### config.mk
export PLATFORM = sky130hd
export DESIGN_NAME = desc_ring_pipe
export DESIGN_NICKNAME = d
export VERILOG_FILES = /design/src/rtl/dring_pkg.sv /design/src/rtl/dring_regs.sv /design/src/rtl/dring_engine.sv /design/src/rtl/desc_ring_pipe.sv
export SDC_FILE = /design/constraint.sdc
export NUM_CORES = 1
export LEC_CHECK = 0
export BUFFER_PORTS_ARGS = -buffer_cell sky130_fd_sc_hd__buf_4
export CORE_ASPECT_RATIO = 1.2
export CORE_UTILIZATION = 50
export DETAILED_ROUTE_END_ITERATION = 16
export PLACE_DENSITY = 0.76
export SLEW_MARGIN = 20
export SYNTH_ARGS = -nofsm -noshare
export SYNTH_HDL_FRONTEND = slang
export SYNTH_SLANG_ARGS = --single-unit
### constraint.sdc
create_clock -name clk -period 9.4 [get_ports clk]
set_input_delay 0.47 -clock clk [delete_from_list [all_inputs] [get_ports clk]]
set_output_delay 0.47 -clock clk [all_outputs]
set_load 0.05 [all_outputs]
### src/rtl/dring_pkg.sv
package dring_pkg;

    localparam int OFS_W      = 16;
    localparam int DESC_BYTES = 8;
    localparam int ST_W       = 6;

    localparam logic [3:0] RA_CTRL  = 4'd0;
    localparam logic [3:0] RA_PRST  = 4'd1;
    localparam logic [3:0] RA_HALT  = 4'd2;
    localparam logic [3:0] RA_STAT  = 4'd3;
    localparam logic [3:0] RA_CLR   = 4'd4;
    localparam logic [3:0] RA_IEN   = 4'd5;
    localparam logic [3:0] RA_BASE  = 4'd6;
    localparam logic [3:0] RA_SIZE  = 4'd7;
    localparam logic [3:0] RA_EVENT = 4'd8;
    localparam logic [3:0] RA_SWOFS = 4'd9;

    localparam int ST_DONE = 0;
    localparam int ST_DRY  = 3;
    localparam int ST_ERR  = 4;
    localparam int ST_EOT  = 5;

    localparam int CTRL_EN  = 1;
    localparam int CTRL_DIR = 3;
    localparam logic [31:0] CTRL_MASK = 32'h0000_002A;

    localparam int FL_INT = 15;
    localparam int FL_EOT = 14;
    localparam int FL_EOB = 13;

    typedef struct packed {
        logic [15:0] flags;
        logic [15:0] count;
        logic [31:0] addr;
    } desc_t;

    typedef enum logic [1:0] {
        E_IDLE,
        E_FETCH,
        E_ISSUE,
        E_WAIT
    } eng_state_e;

    typedef struct packed {
        logic done_int;
        logic done_eot;
        logic dry;
        logic bad_len;
    } eng_evt_t;

    function automatic logic [OFS_W-1:0] ring_next(input logic [OFS_W-1:0] cur,
                                                   input logic [OFS_W-1:0] size);
        logic [OFS_W:0] nx;
        nx = {1'b0, cur} + (OFS_W+1)'(DESC_BYTES);
        return (nx >= {1'b0, size}) ? '0 : nx[OFS_W-1:0];
    endfunction

endpackage

### src/rtl/dring_regs.sv
module dring_regs
    import dring_pkg::*;
#(
    parameter int AW = 32
) (
    input  logic             clk,
    input  logic             rst,
    input  logic             reg_wr,
    input  logic [3:0]       reg_addr,
    input  logic [31:0]      reg_wdata,
    output logic [31:0]      reg_rdata,
    input  eng_evt_t         evt,
    input  logic [OFS_W-1:0] cur_ofs,
    output logic             soft_rst,
    output logic             pipe_en,
    output logic             pipe_dir,
    output logic [AW-1:0]    base_q,
    output logic [OFS_W-1:0] size_q,
    output logic [OFS_W-1:0] prod_q,
    output logic             halt_q,
    output logic             stopped_q,
    output logic             irq
);

    logic            prst_q;
    logic [31:0]     ctrl_q;
    logic [ST_W-1:0] stat_q, ien_q, set_v, clr_v;
    logic            bad_evt;

    function automatic logic hit(input logic [3:0] a);
        return reg_wr && (reg_addr == a);
    endfunction

    assign soft_rst = prst_q | (hit(RA_PRST) & reg_wdata[0]);
    assign bad_evt  = hit(RA_EVENT) && (reg_wdata[2:0] != 3'b000);
    assign clr_v    = hit(RA_CLR) ? reg_wdata[ST_W-1:0] : '0;

    always_comb begin
        set_v          = '0;
        set_v[ST_DONE] = evt.done_int;
        set_v[ST_EOT]  = evt.done_eot;
        set_v[ST_DRY]  = evt.dry;
        set_v[ST_ERR]  = evt.bad_len | bad_evt;
    end

    always_ff @(posedge clk) begin
        if (rst)
            prst_q <= 1'b0;
        else if (hit(RA_PRST))
            prst_q <= reg_wdata[0];
    end

    always_ff @(posedge clk) begin
        if (rst || soft_rst) begin
            ctrl_q    <= '0;
            halt_q    <= 1'b0;
            stat_q    <= '0;
            ien_q     <= '0;
            base_q    <= '0;
            size_q    <= '0;
            prod_q    <= '0;
            stopped_q <= 1'b0;
        end else begin
            if (hit(RA_CTRL))  ctrl_q <= reg_wdata & CTRL_MASK;
            if (hit(RA_HALT))  halt_q <= reg_wdata[0];
            if (hit(RA_IEN))   ien_q  <= reg_wdata[ST_W-1:0];
            if (hit(RA_BASE))  base_q <= {reg_wdata[AW-1:3], 3'b000};
            if (hit(RA_SIZE))  size_q <= reg_wdata[OFS_W-1:0];
            if (hit(RA_EVENT)) prod_q <= reg_wdata[OFS_W-1:0];
            stat_q    <= (stat_q & ~clr_v) | set_v;
            stopped_q <= stopped_q | set_v[ST_ERR];
        end
    end

    always_comb begin
        case (reg_addr)
            RA_CTRL:  reg_rdata = ctrl_q;
            RA_PRST:  reg_rdata = {31'b0, prst_q};
            RA_HALT:  reg_rdata = {31'b0, halt_q};
            RA_STAT:  reg_rdata = 32'(stat_q);
            RA_IEN:   reg_rdata = 32'(ien_q);
            RA_BASE:  reg_rdata = 32'(base_q);
            RA_SIZE:  reg_rdata = 32'(size_q);
            RA_EVENT: reg_rdata = 32'(prod_q);
            RA_SWOFS: reg_rdata = 32'(cur_ofs);
            default:  reg_rdata = '0;
        endcase
    end

    assign pipe_en  = ctrl_q[CTRL_EN];
    assign pipe_dir = ctrl_q[CTRL_DIR];
    assign irq      = |(stat_q & ien_q);

endmodule

### src/rtl/dring_engine.sv
module dring_engine
    import dring_pkg::*;
#(
    parameter int AW = 32
) (
    input  logic             clk,
    input  logic             srst,
    input  logic             pipe_en,
    input  logic             pipe_dir,
    input  logic [AW-1:0]    base_q,
    input  logic [OFS_W-1:0] size_q,
    input  logic [OFS_W-1:0] prod_q,
    input  logic             halt_q,
    input  logic             stopped_q,
    output logic             rd_req,
    output logic [AW-1:0]    rd_addr,
    input  logic             rd_valid,
    input  logic [63:0]      rd_data,
    output logic             mv_start,
    output logic [31:0]      mv_addr,
    output logic [15:0]      mv_len,
    output logic             mv_eob,
    output logic             mv_dir,
    input  logic             mv_done,
    output logic [OFS_W-1:0] cur_ofs,
    output logic             eng_idle,
    output eng_evt_t         evt
);

    eng_state_e       state_q;
    desc_t            desc_q, fetched;
    logic [OFS_W-1:0] cur_q, nxt_ofs;
    logic             unused_flag_bits;

    assign fetched          = desc_t'(rd_data);
    assign unused_flag_bits = ^fetched.flags[12:0];
    assign nxt_ofs          = ring_next(cur_q, size_q);

    always_ff @(posedge clk) begin
        if (srst) begin
            state_q <= E_IDLE;
            cur_q   <= '0;
            desc_q  <= '0;
        end else begin
            case (state_q)
                E_IDLE:
                    if (pipe_en && !halt_q && !stopped_q && (cur_q != prod_q))
                        state_q <= E_FETCH;
                E_FETCH:
                    if (rd_valid) begin
                        desc_q  <= fetched;
                        state_q <= (fetched.count == '0) ? E_IDLE : E_ISSUE;
                    end
                E_ISSUE:
                    state_q <= E_WAIT;
                E_WAIT:
                    if (mv_done) begin
                        cur_q   <= nxt_ofs;
                        state_q <= E_IDLE;
                    end
                default:
                    state_q <= E_IDLE;
            endcase
        end
    end

    always_comb begin
        evt          = '0;
        evt.bad_len  = (state_q == E_FETCH) && rd_valid && (fetched.count == '0);
        if ((state_q == E_WAIT) && mv_done) begin
            evt.done_int = desc_q.flags[FL_INT];
            evt.done_eot = desc_q.flags[FL_EOT];
            evt.dry      = (nxt_ofs == prod_q);
        end
    end

    assign rd_req   = (state_q == E_FETCH);
    assign rd_addr  = base_q + AW'(cur_q);
    assign mv_start = (state_q == E_ISSUE);
    assign mv_addr  = desc_q.addr;
    assign mv_len   = desc_q.count;
    assign mv_eob   = desc_q.flags[FL_EOB];
    assign mv_dir   = pipe_dir;
    assign cur_ofs  = cur_q;
    assign eng_idle = (state_q == E_IDLE);

endmodule

### src/rtl/desc_ring_pipe.sv
module desc_ring_pipe
    import dring_pkg::*;
#(
    parameter int AW = 32
) (
    input  logic          clk,
    input  logic          rst,
    input  logic          reg_wr,
    input  logic [3:0]    reg_addr,
    input  logic [31:0]   reg_wdata,
    output logic [31:0]   reg_rdata,
    output logic          rd_req,
    output logic [AW-1:0] rd_addr,
    input  logic          rd_valid,
    input  logic [63:0]   rd_data,
    output logic          mv_start,
    output logic [31:0]   mv_addr,
    output logic [15:0]   mv_len,
    output logic          mv_eob,
    output logic          mv_dir,
    input  logic          mv_done,
    output logic          irq
);

    eng_evt_t         evt;
    logic [OFS_W-1:0] cur_ofs, size_q, prod_q;
    logic [AW-1:0]    base_q;
    logic             soft_rst, pipe_en, pipe_dir, halt_q, stopped, eng_idle;

    dring_regs #(.AW(AW)) u_regs (
        .clk       (clk),
        .rst       (rst),
        .reg_wr    (reg_wr),
        .reg_addr  (reg_addr),
        .reg_wdata (reg_wdata),
        .reg_rdata (reg_rdata),
        .evt       (evt),
        .cur_ofs   (cur_ofs),
        .soft_rst  (soft_rst),
        .pipe_en   (pipe_en),
        .pipe_dir  (pipe_dir),
        .base_q    (base_q),
        .size_q    (size_q),
        .prod_q    (prod_q),
        .halt_q    (halt_q),
        .stopped_q (stopped),
        .irq       (irq)
    );

    dring_engine #(.AW(AW)) u_eng (
        .clk       (clk),
        .srst      (rst | soft_rst),
        .pipe_en   (pipe_en),
        .pipe_dir  (pipe_dir),
        .base_q    (base_q),
        .size_q    (size_q),
        .prod_q    (prod_q),
        .halt_q    (halt_q),
        .stopped_q (stopped),
        .rd_req    (rd_req),
        .rd_addr   (rd_addr),
        .rd_valid  (rd_valid),
        .rd_data   (rd_data),
        .mv_start  (mv_start),
        .mv_addr   (mv_addr),
        .mv_len    (mv_len),
        .mv_eob    (mv_eob),
        .mv_dir    (mv_dir),
        .mv_done   (mv_done),
        .cur_ofs   (cur_ofs),
        .eng_idle  (eng_idle),
        .evt       (evt)
    );

endmodule

==> results of run 1 <==
## where the power goes
part	leakage (nW)	switching [mW]	internal, mW
combinational	2.81	0.0626	0.0430
clock	0.294	0.319	0.383
sequential	1.19	0.00538	0.632
total	4.29	0.387	1.06
## cell families (layout without fill, tap and decap cells)
group	Yosys count	count (layout)	share of synthesized area, %
DFF	148	148	34.7
adders and majority gates	31	31	4.63
muxes	15	15	1.80
xor gates and xnor gates	49	49	5.60
AOI/OAI and AO/OA	251	251	18.1
buffers and inverters	160	286	10.3
and+or+nand+nor	469	469	24.9
## how the worst max path moves through the flow
| stage | slack, ns | cells after the start | end | from |
|---|---|---|---|---|
| final | 4.93 | 13 | u_eng.cur_ofs[13]$_SDFFE_PP0P_ | u_eng.cur_ofs[4]$_SDFFE_PP0P_ |
| after global placement | 5.29 | 13 | u_regs.stat_q[3]$_SDFF_PP0_ | u_eng.cur_ofs[4]$_SDFFE_PP0P_ |
| after CTS | 5.06 | 13 | u_eng.cur_ofs[13]$_SDFFE_PP0P_ | u_eng.cur_ofs[4]$_SDFFE_PP0P_ |
| after detailed placement | 5.14 | 13 | u_regs.stat_q[3]$_SDFF_PP0_ | u_eng.cur_ofs[4]$_SDFFE_PP0P_ |
| after global routing | 4.70 | 13 | u_eng.cur_ofs[13]$_SDFFE_PP0P_ | u_eng.cur_ofs[3]$_SDFFE_PP0P_ |
| after floorplan | 5.93 | 9 | rd_addr[13] | u_eng.cur_ofs[4]$_SDFFE_PP0P_ |
## state kept, by name, indices dropped and copies added (netlist names), named ones only
| signal | count |
|---|---|
| u_regs.size_q | 16 |
| u_regs.ctrl_q | 3 |
| u_regs.prod_q | 16 |
| u_regs.ien_q | 6 |
| u_eng.mv_addr | 32 |
| u_eng.mv_len | 16 |
| u_regs.stat_q | 6 |
| u_eng.desc_q | 2 |
| u_eng.mv_eob | 1 |
| u_regs.base_q | 29 |
| u_eng.cur_ofs | 16 |
| u_regs.prst_q | 1 |
| u_eng.state_q | 1 |
| u_regs.stopped_q | 1 |
| u_regs.halt_q | 1 |
## cell type report
type | count | area (sq um)
well taps | 212 | 265
clock inverters | 15 | 188
repair buffers | 216 | 1620
flip-flops and latches | 148 | 2960
fillers | 1469 | 6150
inverters | 38 | 143
multi-input cells | 815 | 4710
clock buffers | 17 | 425
## stage by stage
stage,hold slack (ns),utilization (%)
after floorplan,0.437,-
after global placement,0.442,58.9
after detailed placement,0.447,58.9
after CTS,0.221,62.6
after global routing,0.224,62.6
final,0.226,62.6
## layer usage
layer,up-vias,GRT usage [%]
met2,384,48.2
met4,0,15.2
met3,69,5.94
met5,-,0
met1,3862,33.9
li1,4005,-
## cells in the final DEF (no fill, tap or decap), drive strengths merged, types with 16 or more instances in the layout
cell type,Yosys,final
a21oi,145,145
a22oi,36,36
and2,26,26
buf,82,216
clkbuf,40,17
dfxtp,148,148
ha,30,30
inv,38,46
nand2,269,269
nand3,23,23
nor2,61,61
nor3,16,16
o21ai,19,19
xnor2,27,27
xor2,21,21
==> results.sh, run 1 <==
export IMPL_grt_usage_pct=28.7
export IMPL_crit_path_cell_trace="ha_1 -> inv_1 -> or3_1 -> xor2_1 -> inv_1 -> ha_1 -> nand4_1 -> nor2_1 -> a221oi_1 -> nand4_2 -> nor2_1 -> nand3b_1 -> a21oi_1"
export IMPL_hold_path_startpoint="rst"
export IMPL_syn_inst=1123
export IMPL_synth_edff_count=0
export IMPL_start_kind="flip-flop"
export IMPL_dp_cells=1429
export IMPL_die_x_um=121
export IMPL_yosysTopAreaCell="dfxtp_1"
export IMPL_grt_overflow=0
export IMPL_die_h_um=145
export IMPL_ant_nets=0
export IMPL_arrival_ns=4.81
export IMPL_tightest_slew_ns=1.08
export IMPL_hold_violations=0
export IMPL_synth_cell_types=72
export IMPL_finalClockSkew_ns=0.0118
export IMPL_ir_drop_uv=130
export IMPL_highest_layer="met4"
export IMPL_path_clk_slew_ns=0.07
export IMPL_finalSetupViolCount=0
export IMPL_path_max_fanout=25
export IMPL_synth_warnings=0
export IMPL_ys_top_cells_by_count="nand2_1, dfxtp_1, a21oi_1"
export IMPL_numCtsBuffers=17
export IMPL_crit_slowest_cell="nor2_1"
export IMPL_r2r_end="u_eng.cur_ofs[13]$_SDFFE_PP0P_"
export IMPL_synth_async_reset_ratio_pct=0
export IMPL_timing_rr_start="u_eng.cur_ofs[4]$_SDFFE_PP0P_"
export IMPL_coreArea_sq_mm=0.0165
export IMPL_synth_most_common_cell="nand2_1"
export IMPL_fp_row_count=51
export IMPL_drt_initial_drc_count=659
export IMPL_grt_pass1_wl_um=39800
export IMPL_wl_per_cell_um=17.5
export IMPL_ys_flop_type="dfxtp_1"
export IMPL_final_cells=1461
export IMPL_remaining_drc_errors=0
export IMPL_wl_met1_um=10000
export IMPL_cts_htree_levels=4
export IMPL_powerDensity_mw_per_mm2=140
export IMPL_place_congestion=0.929
export IMPL_clk_path_buf_depth=2
export IMPL_synth_top_area_share_pct=34.7
export IMPL_syn_area_per_cell_sq_um=7.60
export IMPL_syn_area_sq_mm=0.00853
export IMPL_drive_gt1_share_pct=21.9
export IMPL_postCtsHoldBufs=0
export IMPL_met3_length_um=1870
export IMPL_grt_antenna_before_repair=0
export IMPL_yosysSeqAreaShare_pct=34.7
export IMPL_critPathBufInv=2
export IMPL_post_route_period_util_pct=47.5
export IMPL_required_ns=9.75
export IMPL_r2r_cells=13
export IMPL_via_count=8320
export IMPL_diodes=0
export IMPL_wl_met2_um=12600
export IMPL_setup_slack_ns=4.93
export IMPL_holdPathEnd="u_regs.prst_q$_SDFFE_PP0P_"
export IMPL_crit_family="simple AND/OR/NAND/NOR gates"
export IMPL_status="finished clean"
export IMPL_cpPeakStageDelay_ns=0.71
export IMPL_post_cts_buffers=0
export IMPL_final_setup_tns_ns=0
export IMPL_slew_viol_final=0
export IMPL_pin_count=222
export IMPL_rrSetupSlack_ns=4.93
export IMPL_io_buffers=208
export IMPL_drt_wl_total_um=25500
export IMPL_p_leak_nw=4.29
export IMPL_ys_seq_elements=148
export IMPL_pre_cts_ws_ns=5.14
export IMPL_rsz0062_at_grt="no"
export IMPL_hold_path_class="in -> reg"
export IMPL_dp_hpwl_um=18000
export IMPL_fmax_ghz=0.224
export IMPL_relSlewSlack_pct=28.2
export IMPL_syn_nets=1259
export IMPL_clock_latency_ns=0.44
export IMPL_stdcell_area_sq_mm=0.0103
export IMPL_dr_pass1_iters=8
export IMPL_die_area_sq_mm=0.0176
export IMPL_nNetsFinal=1372
export IMPL_clockRootBuffer="clkbuf_16"
export IMPL_yosys_top_cells_area="dfxtp_1, nand2_1, a21oi_1"
export IMPL_worstHoldPathCells=2
export IMPL_power_mw=1.44
export IMPL_vias_per_cell=5.69
export IMPL_drv_cap=0
export IMPL_path_class="reg -> reg"
export IMPL_cts_resized=0
export IMPL_grt_pass1_vias=7745
export IMPL_start_util_pct=51.8
export IMPL_post_dp_cell_area_sq_mm=0.00970
export IMPL_period_minus_slack_ns=4.47
export IMPL_grt_max_degree=78
export IMPL_cts_sinks=148
export IMPL_end_kind="flip-flop"
export IMPL_tritoncts="done"
export IMPL_area_delta_synth_final_pct=20.8
Power figures use the tool's default switching activity.
==> inputs of run 2 (changes only) <==
- clock period: 9.4 -> 4.35 ns (I/O delays scaled with it)
==> results.sh, run 2 (synthesis gave the netlist of run 1 again) <==
export IMPL_place_congestion=0.945
export IMPL_grt_overflow=0
export IMPL_drt_wl_total_um=25300
export IMPL_crit_slowest_cell="dfxtp_1"
export IMPL_path_clk_slew_ns=0.07
export IMPL_hold_path_class="in -> reg"
export IMPL_slew_viol_final=0
export IMPL_vias_per_cell=5.65
export IMPL_clock_latency_ns=0.43
export IMPL_cp_common_cell="o2111ai_1"
export IMPL_finalSetupViolCount=0
export IMPL_final_setup_tns_ns=0
export IMPL_die_h_um=145
export IMPL_rsz0062_at_grt="no"
export IMPL_cts_sinks=148
export IMPL_drv_cap=0
export IMPL_period_minus_slack_ns=3.74
export IMPL_p_leak_nw=4.33
export IMPL_fp_row_count=51
export IMPL_drt_initial_drc_count=573
export IMPL_relSlewSlack_pct=25.3
export IMPL_power_mw=3.09
export IMPL_path_class="reg -> out"
export IMPL_arrival_ns=3.53
export IMPL_nNetsFinal=1380
export IMPL_grt_antenna_before_repair=0
export IMPL_coreArea_sq_mm=0.0165
export IMPL_status="finished clean"
export IMPL_final_cells=1469
export IMPL_clk_path_buf_depth=2
export IMPL_die_area_sq_mm=0.0176
export IMPL_largest_reg_flops=32
export IMPL_powerDensity_mw_per_mm2=298
export IMPL_remaining_drc_errors=0
export IMPL_end_kind="output port"
export IMPL_area_delta_synth_final_pct=21.4
export IMPL_start_util_pct=51.8
export IMPL_fmax_ghz=0.267
export IMPL_grt_pass1_wl_um=39900
export IMPL_critPathBufInv=2
export IMPL_dr_pass1_iters=6
export IMPL_post_dp_cell_area_sq_mm=0.00976
export IMPL_pin_count=222
export IMPL_numCtsBuffers=17
export IMPL_hold_violations=0
export IMPL_stdcell_area_sq_mm=0.0104
export IMPL_required_ns=4.13
export IMPL_n_fill_cell=1503
export IMPL_post_cts_buffers=0
export IMPL_start_kind="flip-flop"
export IMPL_fin_util_pct=62.9
export IMPL_ant_nets=0
export IMPL_via_count=8294
export IMPL_diodes=0
export IMPL_drive_gt1_share_pct=22.4
export IMPL_finalClockSkew_ns=0.0119
export IMPL_crit_family="compound AO/OA/AOI/OAI gates"
export IMPL_die_x_um=121
export IMPL_dp_cells=1436
export IMPL_crit_path_cell_trace="ha_1 -> inv_1 -> fa_1 -> nor2b_1 -> o21ai_1 -> a21boi_1 -> o2111ai_1 -> a21boi_2 -> o2111ai_1 -> xnor2_1 -> buf_4"
export IMPL_ir_drop_uv=270
export IMPL_wl_per_cell_um=17.2
export IMPL_grt_max_degree=73
export IMPL_cts_htree_levels=4
export IMPL_grt_usage_pct=28.9
export IMPL_io_buffers=208
export IMPL_cpPeakStageDelay_ns=0.54
export IMPL_clockRootBuffer="clkbuf_16"
export IMPL_post_route_period_util_pct=86.1
export IMPL_final_cell_mix="nand2_1, buf_4, dfxtp_1"
export IMPL_grt_pass1_vias=7874
export IMPL_dp_hpwl_um=18100
export IMPL_tightest_slew_ns=1.12
export IMPL_tritoncts="done"
export IMPL_path_max_fanout=10
export IMPL_final_common_cell="nand2_1"
## run 2: repair_timing
action / CTS / global route
resized for setup: 0 / 0
hold buffers: 1 / 0
hold endpoints to repair: 1 / 0
endpoints found under the setup margin: 0 / 0
## run 2: worst reg2reg max path: stages, from the launching register on
cell,delay (ns)
dfxtp_1,0.54
ha_1,0.23
inv_1,0.05
or3_1,0.41
xor2_1,0.24
inv_1,0.08
ha_1,0.29
nand4_1,0.13
nor2_1,0.05
a221oi_1,0.32
nand4_2,0.47
nor2_1,0.52
nand3b_1,0.14
a21oi_1,0.16
## run 2: layout make-up
type	count	area, sq um	area share [%]
Multi-Input combinational cell	815	4710	45.4
Sequential cell	148	2960	28.6
Inverter	38	143	1.38
Clock inverter	15	158	1.52
Clock buffer	17	425	4.11
Tap cell	212	265	2.56
Timing Repair Buffer	224	1700	16.4
## run 2: path summary, 6_finish.rpt
kind | start | to | slack, ns | depth (start not counted)
worst min register to register | u_eng.mv_len[9]$_SDFFE_PP0P_ | u_eng.mv_len[9]$_SDFFE_PP0P_ | 0.46 | 2
worst max register to register | u_eng.cur_ofs[3]$_SDFFE_PP0P_ | u_eng.cur_ofs[13]$_SDFFE_PP0P_ | 0.63 | 13
worst min-delay path | rd_data[6] | u_eng.mv_addr[6]$_SDFFE_PP0P_ | 0.03 | 3
worst max-delay path | u_eng.cur_ofs[3]$_SDFFE_PP0P_ | rd_addr[31] | 0.61 | 11
## run 2: report_power, final
part           switching, mW  internal [mW]
sequential            0.0117           1.36
clock                  0.664          0.815
combinational          0.135         0.0964
## run 2: per-stage QoR
step	setup WS [ns]	hold WS (ns)
after floorplan	1.13	0.290
after global placement	0.739	0.413
after detailed placement	0.676	0.419
after CTS	0.604	0.0159
after global routing	0.324	0.0151
final	0.606	0.0291
## run 2: metal layers
metal	wire length [um]	vias up	track usage, %
met2	12400	354	48.3
met5	0	-	0
met4	1110	0	15.2
met1	10000	3831	33.6
met3	1790	94	7.15
li1	-	4015	-
==> inputs of run 3 (changes only) <==
- CORE_UTILIZATION: 50 -> 48
- PLACE_DENSITY: 0.76 -> 0.74
==> results.sh, run 3 (synthesis gave the netlist of run 1 again) <==
export IMPL_status="finished clean"
export IMPL_p_leak_nw=4.32
export IMPL_dr_pass1_iters=5
export IMPL_required_ns=4.13
export IMPL_start_util_pct=48.9
export IMPL_start_kind="flip-flop"
export IMPL_arrival_ns=3.44
export IMPL_drv_cap=0
export IMPL_diodes=0
export IMPL_post_route_period_util_pct=84.0
export IMPL_grt_antenna_before_repair=0
export IMPL_dp_cells=1441
export IMPL_slew_viol_final=0
export IMPL_drive_gt1_share_pct=22.2
export IMPL_die_x_um=124
export IMPL_post_cts_buffers=0
export IMPL_wl_per_cell_um=17.0
export IMPL_post_dp_cell_area_sq_mm=0.00975
export IMPL_hold_path_class="in -> reg"
export IMPL_powerDensity_mw_per_mm2=298
export IMPL_die_area_sq_mm=0.0183
export IMPL_place_congestion=0.952
export IMPL_end_kind="output port"
export IMPL_crit_family="compound AO/OA/AOI/OAI gates"
export IMPL_dp_hpwl_um=17800
export IMPL_clock_latency_ns=0.43
export IMPL_pin_count=222
export IMPL_fp_row_count=53
export IMPL_drt_wl_total_um=25000
export IMPL_final_common_cell="nand2_1"
export IMPL_cts_sinks=148
export IMPL_relSlewSlack_pct=22.8
export IMPL_finalSetupViolCount=0
export IMPL_vias_per_cell=5.61
export IMPL_finalClockSkew_ns=0.00943
export IMPL_via_count=8271
export IMPL_crit_slowest_cell="a21boi_2"
export IMPL_coreArea_sq_mm=0.0174
export IMPL_path_clk_slew_ns=0.07
export IMPL_hold_violations=0
export IMPL_drt_initial_drc_count=598
export IMPL_io_buffers=208
export IMPL_nNetsFinal=1377
export IMPL_cts_resized=0
export IMPL_ir_drop_uv=263
export IMPL_tritoncts="done"
export IMPL_cp_common_cell="buf_4"
export IMPL_grt_pass1_vias=7882
export IMPL_final_cells=1474
export IMPL_fmax_ghz=0.274
export IMPL_die_h_um=148
export IMPL_area_delta_synth_final_pct=21.3
export IMPL_finalHoldWorstSlack_ns=0.0275
export IMPL_clk_path_buf_depth=2
export IMPL_critPathBufInv=3
export IMPL_ant_nets=0
export IMPL_stdcell_area_sq_mm=0.0104
export IMPL_path_class="reg -> out"
export IMPL_final_cell_mix="nand2_1, buf_4, dfxtp_1"
export IMPL_largest_reg_flops=32
export IMPL_crit_path_cell_trace="buf_4 -> ha_1 -> inv_1 -> fa_1 -> nor2b_1 -> o21ai_1 -> a21boi_1 -> o2111ai_1 -> a21boi_2 -> o21ai_0 -> xnor2_1 -> buf_4"
export IMPL_cpPeakStageDelay_ns=0.40
export IMPL_tightest_slew_ns=1.16
export IMPL_cts_htree_levels=4
export IMPL_path_max_fanout=9
export IMPL_remaining_drc_errors=0
export IMPL_period_minus_slack_ns=3.65
export IMPL_numCtsBuffers=17
export IMPL_grt_usage_pct=27.4
export IMPL_grt_overflow=0
export IMPL_final_setup_tns_ns=0
export IMPL_power_mw=3.08
export IMPL_rsz0062_at_grt="no"
export IMPL_clockRootBuffer="clkbuf_16"
export IMPL_grt_pass1_wl_um=39400
export IMPL_grt_max_degree=85
## run 3: worst register-to-register path: cells and delay by family, from the launching register on
kind                     cells  cell delay (ns)
AND/OR/NAND/NOR              3             0.65
buffers and inverters        1             0.23
AO/OA/AOI/OAI                7             1.65
flip-flops                   1             0.65
adder cells (fa/ha/maj)      1             0.33
## run 3: what timing repair did
action	CTS	global route
hold endpoints to repair	1	0
endpoints found under the setup margin	0	0
hold buffers	1	0
## run 3: power breakdown
group	switching [mW]	internal, mW
Combinational	0.135	0.0964
Clock	0.697	0.777
Sequential	0.0119	1.36
Total	0.843	2.24
## run 3: area by class of cell
class | count | area [sq um]
Clock buffer | 17 | 425
Clock inverter | 15 | 169
Fill cell | 1633 | 7090
Inverter | 38 | 143
Multi-Input combinational cell | 815 | 4710
Sequential cell | 148 | 2960
Tap cell | 220 | 275
Timing Repair Buffer | 221 | 1670
## run 3: path summary, 6_finish.rpt
path,startpoint,end,slack [ns],cells past startpoint
max,u_eng.cur_ofs[3]$_SDFFE_PP0P_,rd_addr[25],0.70,12
min,rd_data[16],u_eng.mv_addr[16]$_SDFFE_PP0P_,0.03,3
max reg2reg,u_eng.cur_ofs[5]$_SDFFE_PP0P_,u_regs.stat_q[3]$_SDFF_PP0_,0.78,12
min reg2reg,u_eng.mv_addr[22]$_SDFFE_PP0P_,u_eng.mv_addr[22]$_SDFFE_PP0P_,0.45,2
## run 3: routing by layer
| metal | part of all wire, % | vias up | global-route usage, % |
|---|---|---|---|
| li1 | - | 4014 | - |
| met1 | 40 | 3845 | 32.7 |
| met2 | 50 | 336 | 46.6 |
| met3 | 6.4 | 76 | 5.94 |
| met4 | 3.8 | 0 | 12.2 |
| met5 | 0 | - | 0 |
## run 3: through the flow
| step | utilization, % | setup WS (ns) |
|---|---|---|
| floorplan | - | 1.13 |
| global placement | 55.9 | 0.939 |
| detailed placement | 55.9 | 0.889 |
| CTS | 59.4 | 0.711 |
| global route | 59.4 | 0.493 |
| finish | 59.4 | 0.696 |
